--- src/rtl/fwm_pkg.sv ---
// Shared types for the frame column window mapper.
// Assumes: one bus slot per clock, and the slot classification is the same in every sub-block.
package fwm_pkg;
    typedef enum logic [1:0] {
        SLOT_OFF = 2'd0,   // outside the bulk window
        SLOT_PAD = 2'd1,   // window slot that is padding
        SLOT_TX  = 2'd2,   // window data slot that the block drives
        SLOT_RX  = 2'd3    // window data slot that the far end drives
    } slot_kind_e;
endpackage

--- src/rtl/fwm_position.sv ---
// Follows the row, column and interval offset of the current bus slot.
// Assumes: the frame layout is static between resets, and position 0/0 follows reset.
module fwm_position #(
    parameter int COL_W  = 5,
    parameter int ROW_W  = 6,
    parameter int SLOT_W = COL_W + ROW_W
) (
    input  logic              clk,
    input  logic              rst_n,
    input  logic [COL_W-1:0]  cfg_cols,
    input  logic [ROW_W-1:0]  cfg_rows,
    input  logic [SLOT_W-1:0] cfg_interval,
    output logic [COL_W-1:0]  col,
    output logic [ROW_W-1:0]  row,
    output logic [SLOT_W-1:0] off,
    output logic              frame_end
);
    logic [COL_W-1:0]  col_q;
    logic [ROW_W-1:0]  row_q;
    logic [SLOT_W-1:0] off_q;
    logic              last_col, last_row, off_wrap;

    // Flag the row end, the frame end and the offset wrap.
    always_comb begin
        last_col  = (col_q == cfg_cols - COL_W'(1));
        last_row  = (row_q == cfg_rows - ROW_W'(1));
        frame_end = last_col && last_row;
        off_wrap  = frame_end || ((off_q + SLOT_W'(1)) >= cfg_interval);
    end

    // Step the slot position once per clock.
    always_ff @(posedge clk) begin
        if (!rst_n) begin
            col_q <= '0;
            row_q <= '0;
            off_q <= '0;
        end else begin
            col_q <= last_col ? '0 : col_q + COL_W'(1);
            if (last_col) row_q <= last_row ? '0 : row_q + ROW_W'(1);
            off_q <= off_wrap ? '0 : off_q + SLOT_W'(1);
        end
    end

    assign col = col_q;
    assign row = row_q;
    assign off = off_q;

    // a non-zero column is always one more than the column of the previous slot.
    assert_col_step_R3: assert property (@(posedge clk) disable iff (!rst_n)
        (col_q != '0) |-> (col_q == COL_W'($past(col_q) + COL_W'(1))));
endmodule

--- src/rtl/fwm_window.sv ---
// Decides whether a slot is in the window, counts window slots per frame, and marks the padding tail.
// Assumes: the census of the previous frame applies to the current one, so settings only change in reset.
module fwm_window
    import fwm_pkg::*;
#(
    parameter int COL_W  = 5,
    parameter int SLOT_W = 11
) (
    input  logic              clk,
    input  logic              rst_n,
    input  logic [COL_W-1:0]  cfg_cols,
    input  logic [COL_W-1:0]  cfg_start,
    input  logic [COL_W-1:0]  cfg_stop,
    input  logic [COL_W-1:0]  cfg_wordlen,
    input  logic [COL_W-1:0]  col,
    input  logic [SLOT_W-1:0] off,
    input  logic              frame_end,
    input  logic              slot_rx,
    output slot_kind_e        kind,
    output logic              cfg_bad
);
    logic [SLOT_W-1:0] cnt_q, total_q, data_limit, rel;
    logic              known_q, hit, pad;

    // Classify the current slot.
    always_comb begin
        cfg_bad    = (cfg_start == '0) || (cfg_stop < cfg_start) || (cfg_stop >= cfg_cols);
        rel        = off - SLOT_W'(cfg_start);
        hit        = !cfg_bad && (col != '0) && (off >= SLOT_W'(cfg_start))
                     && (off <= SLOT_W'(cfg_stop)) && (rel < SLOT_W'(cfg_wordlen));
        data_limit = {total_q[SLOT_W-1:3], 3'b000};
        pad        = hit && (!known_q || (cnt_q >= data_limit));
        if (!hit)         kind = SLOT_OFF;
        else if (pad)     kind = SLOT_PAD;
        else if (slot_rx) kind = SLOT_RX;
        else              kind = SLOT_TX;
    end

    // Count window slots in each frame and keep the last total.
    always_ff @(posedge clk) begin
        if (!rst_n) begin
            cnt_q   <= '0;
            total_q <= '0;
            known_q <= 1'b0;
        end else if (frame_end) begin
            total_q <= cnt_q + SLOT_W'(hit);
            cnt_q   <= '0;
            known_q <= 1'b1;
        end else if (hit) begin
            cnt_q <= cnt_q + SLOT_W'(1);
        end
    end

    // before the first census there are no data slots.
    assert_first_frame_pad_R7: assert property (@(posedge clk) disable iff (!rst_n)
        !known_q |-> (kind == SLOT_OFF || kind == SLOT_PAD));
    // a data slot always lies inside the census of the previous frame.
    assert_data_in_census_R6: assert property (@(posedge clk) disable iff (!rst_n)
        (kind == SLOT_TX || kind == SLOT_RX) |-> (cnt_q < total_q));
endmodule

--- src/rtl/fwm_bitmux.sv ---
// Moves transmit bytes onto the bus MSB first and builds receive bytes from the bus.
// Assumes: tx_byte is valid in any cycle where tx_req is high.
module fwm_bitmux
    import fwm_pkg::*;
#(
    parameter int BYTE_W = 8,
    localparam int CNT_W = $clog2(BYTE_W)
) (
    input  logic              clk,
    input  logic              rst_n,
    input  slot_kind_e        kind,
    input  logic              slot_rx,
    input  logic              bus_din,
    input  logic [BYTE_W-1:0] tx_byte,
    output logic              tx_req,
    output logic              bus_dout,
    output logic              bus_oe,
    output logic [BYTE_W-1:0] rx_byte,
    output logic              rx_valid
);
    logic [CNT_W-1:0]  tx_cnt_q, rx_cnt_q;
    logic [BYTE_W-2:0] tx_sh_q, rx_sh_q;
    logic [BYTE_W-1:0] rx_byte_q;
    logic              rx_valid_q, tx_slot, rx_slot, tx_first, rx_last;

    // Pick the bus bit and the drive enable for this slot.
    always_comb begin
        tx_slot  = (kind == SLOT_TX);
        rx_slot  = (kind == SLOT_RX);
        tx_first = (tx_cnt_q == '0);
        rx_last  = (rx_cnt_q == CNT_W'(BYTE_W - 1));
        tx_req   = tx_slot && tx_first;
        bus_dout = tx_slot && (tx_first ? tx_byte[BYTE_W-1] : tx_sh_q[BYTE_W-2]);
        bus_oe   = tx_slot || (kind == SLOT_PAD && !slot_rx);
    end

    // Step the transmit shifter on each transmit data slot.
    always_ff @(posedge clk) begin
        if (!rst_n) begin
            tx_cnt_q <= '0;
            tx_sh_q  <= '0;
        end else if (tx_slot) begin
            tx_cnt_q <= (tx_cnt_q == CNT_W'(BYTE_W - 1)) ? '0 : tx_cnt_q + CNT_W'(1);
            tx_sh_q  <= tx_first ? tx_byte[BYTE_W-2:0] : {tx_sh_q[BYTE_W-3:0], 1'b0};
        end
    end

    // Shift receive bits in and present each full byte for one cycle.
    always_ff @(posedge clk) begin
        if (!rst_n) begin
            rx_cnt_q   <= '0;
            rx_sh_q    <= '0;
            rx_byte_q  <= '0;
            rx_valid_q <= 1'b0;
        end else begin
            rx_valid_q <= rx_slot && rx_last;
            if (rx_slot) begin
                rx_cnt_q <= rx_last ? '0 : rx_cnt_q + CNT_W'(1);
                rx_sh_q  <= {rx_sh_q[BYTE_W-3:0], bus_din};
                if (rx_last) rx_byte_q <= {rx_sh_q, bus_din};
            end
        end
    end

    assign rx_byte  = rx_byte_q;
    assign rx_valid = rx_valid_q;

    // a byte is only taken in a slot that the block drives.
    assert_req_drives_R4: assert property (@(posedge clk) disable iff (!rst_n)
        tx_req |-> bus_oe);
    // padding takes no byte and drives only zero.
    assert_pad_zero_R6: assert property (@(posedge clk) disable iff (!rst_n)
        (kind == SLOT_PAD) |-> (!tx_req && !bus_dout));
    // a receive strobe lasts a single cycle.
    assert_rx_pulse_R8: assert property (@(posedge clk) disable iff (!rst_n)
        rx_valid |=> !rx_valid);
    // slots owned by the far end are never driven.
    assert_rx_quiet_R8: assert property (@(posedge clk) disable iff (!rst_n)
        slot_rx |-> !bus_oe);
endmodule

--- src/rtl/frame_window_mapper.sv ---
// Top level: maps a byte stream into and out of the bulk window of a row/column frame.
// Assumes: settings are held stable from reset on; column 0 carries the command channel.
module frame_window_mapper
    import fwm_pkg::*;
#(
    parameter int COL_W   = 5,
    parameter int ROW_W   = 6,
    localparam int SLOT_W = COL_W + ROW_W,
    localparam int BYTE_W = 8
) (
    input  logic              clk,
    input  logic              rst_n,
    input  logic [COL_W-1:0]  cfg_cols,
    input  logic [ROW_W-1:0]  cfg_rows,
    input  logic [COL_W-1:0]  cfg_start,
    input  logic [COL_W-1:0]  cfg_stop,
    input  logic [SLOT_W-1:0] cfg_interval,
    input  logic [COL_W-1:0]  cfg_wordlen,
    input  logic              slot_rx,
    input  logic              bus_din,
    input  logic [BYTE_W-1:0] tx_byte,
    output logic              tx_req,
    output logic              bus_dout,
    output logic              bus_oe,
    output logic [BYTE_W-1:0] rx_byte,
    output logic              rx_valid,
    output logic              win_active,
    output logic              win_pad,
    output logic              config_error
);
    logic [COL_W-1:0]  col;
    logic [ROW_W-1:0]  row;
    logic [SLOT_W-1:0] off;
    logic              frame_end;
    slot_kind_e        kind;

    fwm_position #(.COL_W(COL_W), .ROW_W(ROW_W), .SLOT_W(SLOT_W)) u_pos (
        .clk(clk), .rst_n(rst_n), .cfg_cols(cfg_cols), .cfg_rows(cfg_rows),
        .cfg_interval(cfg_interval), .col(col), .row(row), .off(off),
        .frame_end(frame_end)
    );

    fwm_window #(.COL_W(COL_W), .SLOT_W(SLOT_W)) u_win (
        .clk(clk), .rst_n(rst_n), .cfg_cols(cfg_cols), .cfg_start(cfg_start),
        .cfg_stop(cfg_stop), .cfg_wordlen(cfg_wordlen), .col(col), .off(off),
        .frame_end(frame_end), .slot_rx(slot_rx), .kind(kind), .cfg_bad(config_error)
    );

    fwm_bitmux #(.BYTE_W(BYTE_W)) u_bits (
        .clk(clk), .rst_n(rst_n), .kind(kind), .slot_rx(slot_rx), .bus_din(bus_din),
        .tx_byte(tx_byte), .tx_req(tx_req), .bus_dout(bus_dout), .bus_oe(bus_oe),
        .rx_byte(rx_byte), .rx_valid(rx_valid)
    );

    // Report the window flags from the slot classification.
    always_comb begin
        win_active = (kind != SLOT_OFF);
        win_pad    = (kind == SLOT_PAD);
    end

    // the command column is never driven or claimed.
    assert_col0_free_R1: assert property (@(posedge clk) disable iff (!rst_n)
        (col == '0) |-> (!bus_oe && !win_active));
    // bad settings keep the window closed.
    assert_cfg_idle_R2: assert property (@(posedge clk) disable iff (!rst_n)
        config_error |-> (!win_active && !tx_req && !bus_oe));
    // row stays in range after reset.
    assert_row_range_R9: assert property (@(posedge clk) disable iff (!rst_n)
        (row < cfg_rows) || config_error);
endmodule

--- config.mk ---
export PLATFORM = sky130hd
export DESIGN_NAME = frame_window_mapper
export DESIGN_NICKNAME = d
export VERILOG_FILES = /design/src/rtl/fwm_pkg.sv /design/src/rtl/fwm_position.sv /design/src/rtl/fwm_window.sv /design/src/rtl/fwm_bitmux.sv /design/src/rtl/frame_window_mapper.sv
export SDC_FILE = /design/constraint.sdc
export NUM_CORES = 1
export LEC_CHECK = 0
export ABC_CLOCK_PERIOD_IN_PS = 3590
export CELL_PAD_IN_SITES_DETAIL_PLACEMENT = 0
export CELL_PAD_IN_SITES_GLOBAL_PLACEMENT = 1
export CORE_MARGIN = 2
export CORE_UTILIZATION = 36
export DETAILED_ROUTE_END_ITERATION = 12
export DONT_BUFFER_PORTS = 1
export PLACE_DENSITY = 0.64
export SETUP_SLACK_MARGIN = 0.4
export SYNTH_ARGS = -nofsm -noshare
export SYNTH_HDL_FRONTEND = slang
export SYNTH_SLANG_ARGS = --single-unit
--- constraint.sdc ---
create_clock -name clk -period 3.59 [get_ports clk]
set_input_delay 0.359 -clock clk [delete_from_list [all_inputs] [get_ports clk]]
set_output_delay 0.359 -clock clk [all_outputs]
set_load 0.03 [all_outputs]
==> summary.md <==
| Metric | Value |
|---|---|
| CP max stage cell | or3b_4 |
| CTS HTree Levels | 3 |
| Fin Clk Skew | 6.49 ps |
| Synth top area cells | dfxtp_1 (31%), ha_1 (15%), mux2i_1 (6.3%) |
| GPL Wtd Cong | 0.790 |
| Core Area | about 0.013 mm² |
| Vias per std cell | 4.93 |
| Peak supply drop | 212 µV |
| Die area | 0.0137 mm² |
| Met1 Use GR | 20.2% |
| Clock root buffer | clkbuf_16 |
| Peak Freq | roughly 0.26 GHz |
| Hold Fails Final Rpt | 0 |
| Max-cap violations | 0 |
| Synth top area share | 30.9% |
| Worst-margin pin slew | between 1000 and 1500 ps |
| Max incr delay on CP | 430 ps |
| P&R area growth vs syn | 23.1% |
| GR Overflow Total | 0 |
| Cell accounting for the most synthesized area | dfxtp_1 |
| All-Layer GR Usage | 16.0% |
| Total power | around 1.9 mW |
| Vias in the first global route | ~3700 |
| Met3 usage | 3.76% |
| Place WS | -78.7 ps |
| Final worst path period share | 108% |
| R2r worst-path depth | 18 |
| Num rows | 41 |
| Violations in the final reports | setup timing |
| Hold Crit Depth | 2 |
| Post-Syn Area | 0.00460 mm² |
| Sink Count | 71 |
| Cts hold-fix bufs | 0 |
| Port bufs | 0 |
| DRT Wirelength | approximately 10000 µm |
| EDFF count, synth | 0 |
| Clock transition at path regs | 60 ps |
| Crit end category | output port |
| Setup CP Type | flop to output port |
| Post-synthesis sequential area ratio | 30.9% |
| Final nets | 686 |
| Boundary Pins | 64 |
| Fin crit period | ~3900 ps |
| DRC viols | 0 |
| Syn Nets | 650 |
| Layout cells sized above 1 | 17.4% |
| Critical Path Source Type | flop |
| Req. time, crit path | around 3200 ps |
| Post-Syn Instances | 545 |
| Initial antenna violation count | 0 |
| Synth top cells by count | dfxtp_1 (71), inv_1 (60), ha_1 (55) |
| Finish-stage setup viols | 4 |
| Syn avg cell area | 8.44 µm² |
| Status | finished, violations left |
| Detailed Routing Iterations Pass 1 | 4 |
| PwrDens | 340 mW/mm² |
| Dpl hpwl | between 7000 and 8000 µm |
| Initial Util | 36.6% |
| Drt first-iter violations | 79 |
| Global-route wire length before repair | 17200 µm |
| Die Wd | 117 µm |
| Largest net degree at the start of global routing | between 50 and 60 |
| Worst hold path type | input pin to flop |
| Gr busiest metal | met2 |
| CTS Buffer Depth | 2 |
| CP Buf/Inv Count | 3 |
| CP delay by family, top | simple AND/OR/NAND/NOR gates |
| Met2 Track Usage GR | 26.6% |
| Largest fanout on the critical path | 3 |
| Post-synthesis async set-or-reset flop share | 0% |
| Latest clock arrival within the worst-skew pair | 340 ps |
| N_diodes | 0 |
| Vias | 3734 |
| Post-route ant nets | 0 |
| Fin Hold WS | 156 ps |
| FF-to-FF setup slack | 20 ps |
| CTS buffer count | 9 |
| CTS tree | done |
| Synth Register Bits | slightly above 70 |
| Cell Chain, Critical Path | inv_4 > ha_4 > inv_2 > fa_2 > a21o_1 > a211oi_2 > nor2_1 > ha_2 > o21ai_2 > a21oi_2 > nor4_2 > or3b_4 > or3_4 > nor3b_4 > buf_6 |
| Most common cell in the netlist | dfxtp_1 |
| Die height | 117 µm |
| CP arrival | ~3500 ps |
| Leakage | 2.44 nW |
| Levels on crit path | 15 |
| Ys Warns | 0 |
| Final WS setup | -295 ps |
| Top FF cell, synth | dfxtp_1 |
| Max_slew headroom | approximately 17% |
| Wire length per cell | 13.5 µm |
| Synth unique cells | 51 |
| Unrepaired setup endpoints after global routing | true |
| Pins Over Slew Limit | 0 |
[registers in the layout, summed over array words and instances (netlist names), 5 cells and up]
| name | flops |
|---|---|
| u_bits.rx_byte | 8 |
| u_bits.rx_sh_q | 7 |
| u_bits.tx_sh_q | 7 |
| u_pos.col | 5 |
| u_pos.off | 11 |
| u_pos.row | 6 |
| u_win.cnt_q | 11 |
| u_win.total_q | 8 |
[path summary, 6_finish.rpt]
path                        end               from
max                      tx_req       u_pos.off[0]
min           u_bits.tx_sh_q[5]              rst_n
min reg2reg   u_bits.tx_sh_q[0]  u_bits.tx_sh_q[0]
max reg2reg  u_bits.rx_cnt_q[2]       u_pos.off[0]
[placed cells by master (no fill, tap or decap), types with 3 or more instances in the layout]
master / count
nor4_1: 5
mux2i_1: 29
xnor2_1: 27
xnor2_2: 4
nor2_1: 33
or3_1: 4
mux2_2: 6
nand4_1: 13
buf_6: 21
nor3_4: 3
clkbuf_16: 10
dfxtp_1: 70
nor2_4: 3
a21oi_1: 24
ha_1: 53
nand2b_1: 5
o211ai_1: 3
nor4b_1: 10
buf_4: 20
nand3_1: 13
nor2b_1: 6
inv_1: 57
o21ai_0: 20
nand2_1: 53
a21o_1: 6
xor2_1: 13
and3_1: 7
nor3_1: 7
[layer usage]
| layer | vias to the layer above | routed length (µm) |
|---|---|---|
| li1 | 1960 | - |
| met1 | 1727 | 4890 |
| met2 | 37 | 4890 |
| met3 | 10 | 352 |
| met4 | 0 | 136 |
| met5 | - | 0 |
[repair_timing]
item	CTS	global route
setup buffers	10	5
endpoints found under the setup margin	33	52
pin swaps	28	22
gates resized for setup	34	19
gates cloned	0	1
[layout make-up]
| class | instances | area (µm²) |
|---|---|---|
| clock buffer | 9 | 225 |
| timing repair buffer | 44 | 447 |
| fill | 1240 | 6910 |
| inverter | 60 | 228 |
| multi-input combinational | 395 | 3060 |
| sequential | 71 | 1430 |
| tap | 172 | 215 |
| clock inverter | 7 | 65.1 |
[report_power, final]
| group | switching [mW] | internal, mW |
|---|---|---|
| combinational | 0.124 | 0.122 |
| sequential | 0.0101 | 0.795 |
| clock | 0.390 | 0.485 |
[logic make-up (layout without fill, tap and decap cells)]
logic type / Yosys count / in the layout / share of synthesized area, %
multiplexers: 35 / 35 / 7.78
buffers and inverters: 79 / 120 / 6.86
AND/OR/NAND/NOR: 184 / 184 / 20.6
AO/OA/AOI/OAI: 76 / 76 / 10.0
XOR/XNOR: 44 / 44 / 8.38
adder cells (fa/ha/maj): 56 / 56 / 15.4
flip-flops: 71 / 71 / 30.9
[stage by stage]
stage	setup TNS (ps)	instance area (µm²)	cells	utilization, %
finish	-636	5660	758	45.0
global route	-3580	5660	758	45.0
CTS	-616	5510	752	43.9
detailed placement	-138	5010	726	39.8
global placement	-29.5	5010	726	39.8
floorplan	-36.0	4660	545	-
Power figures use the tool's default switching activity.
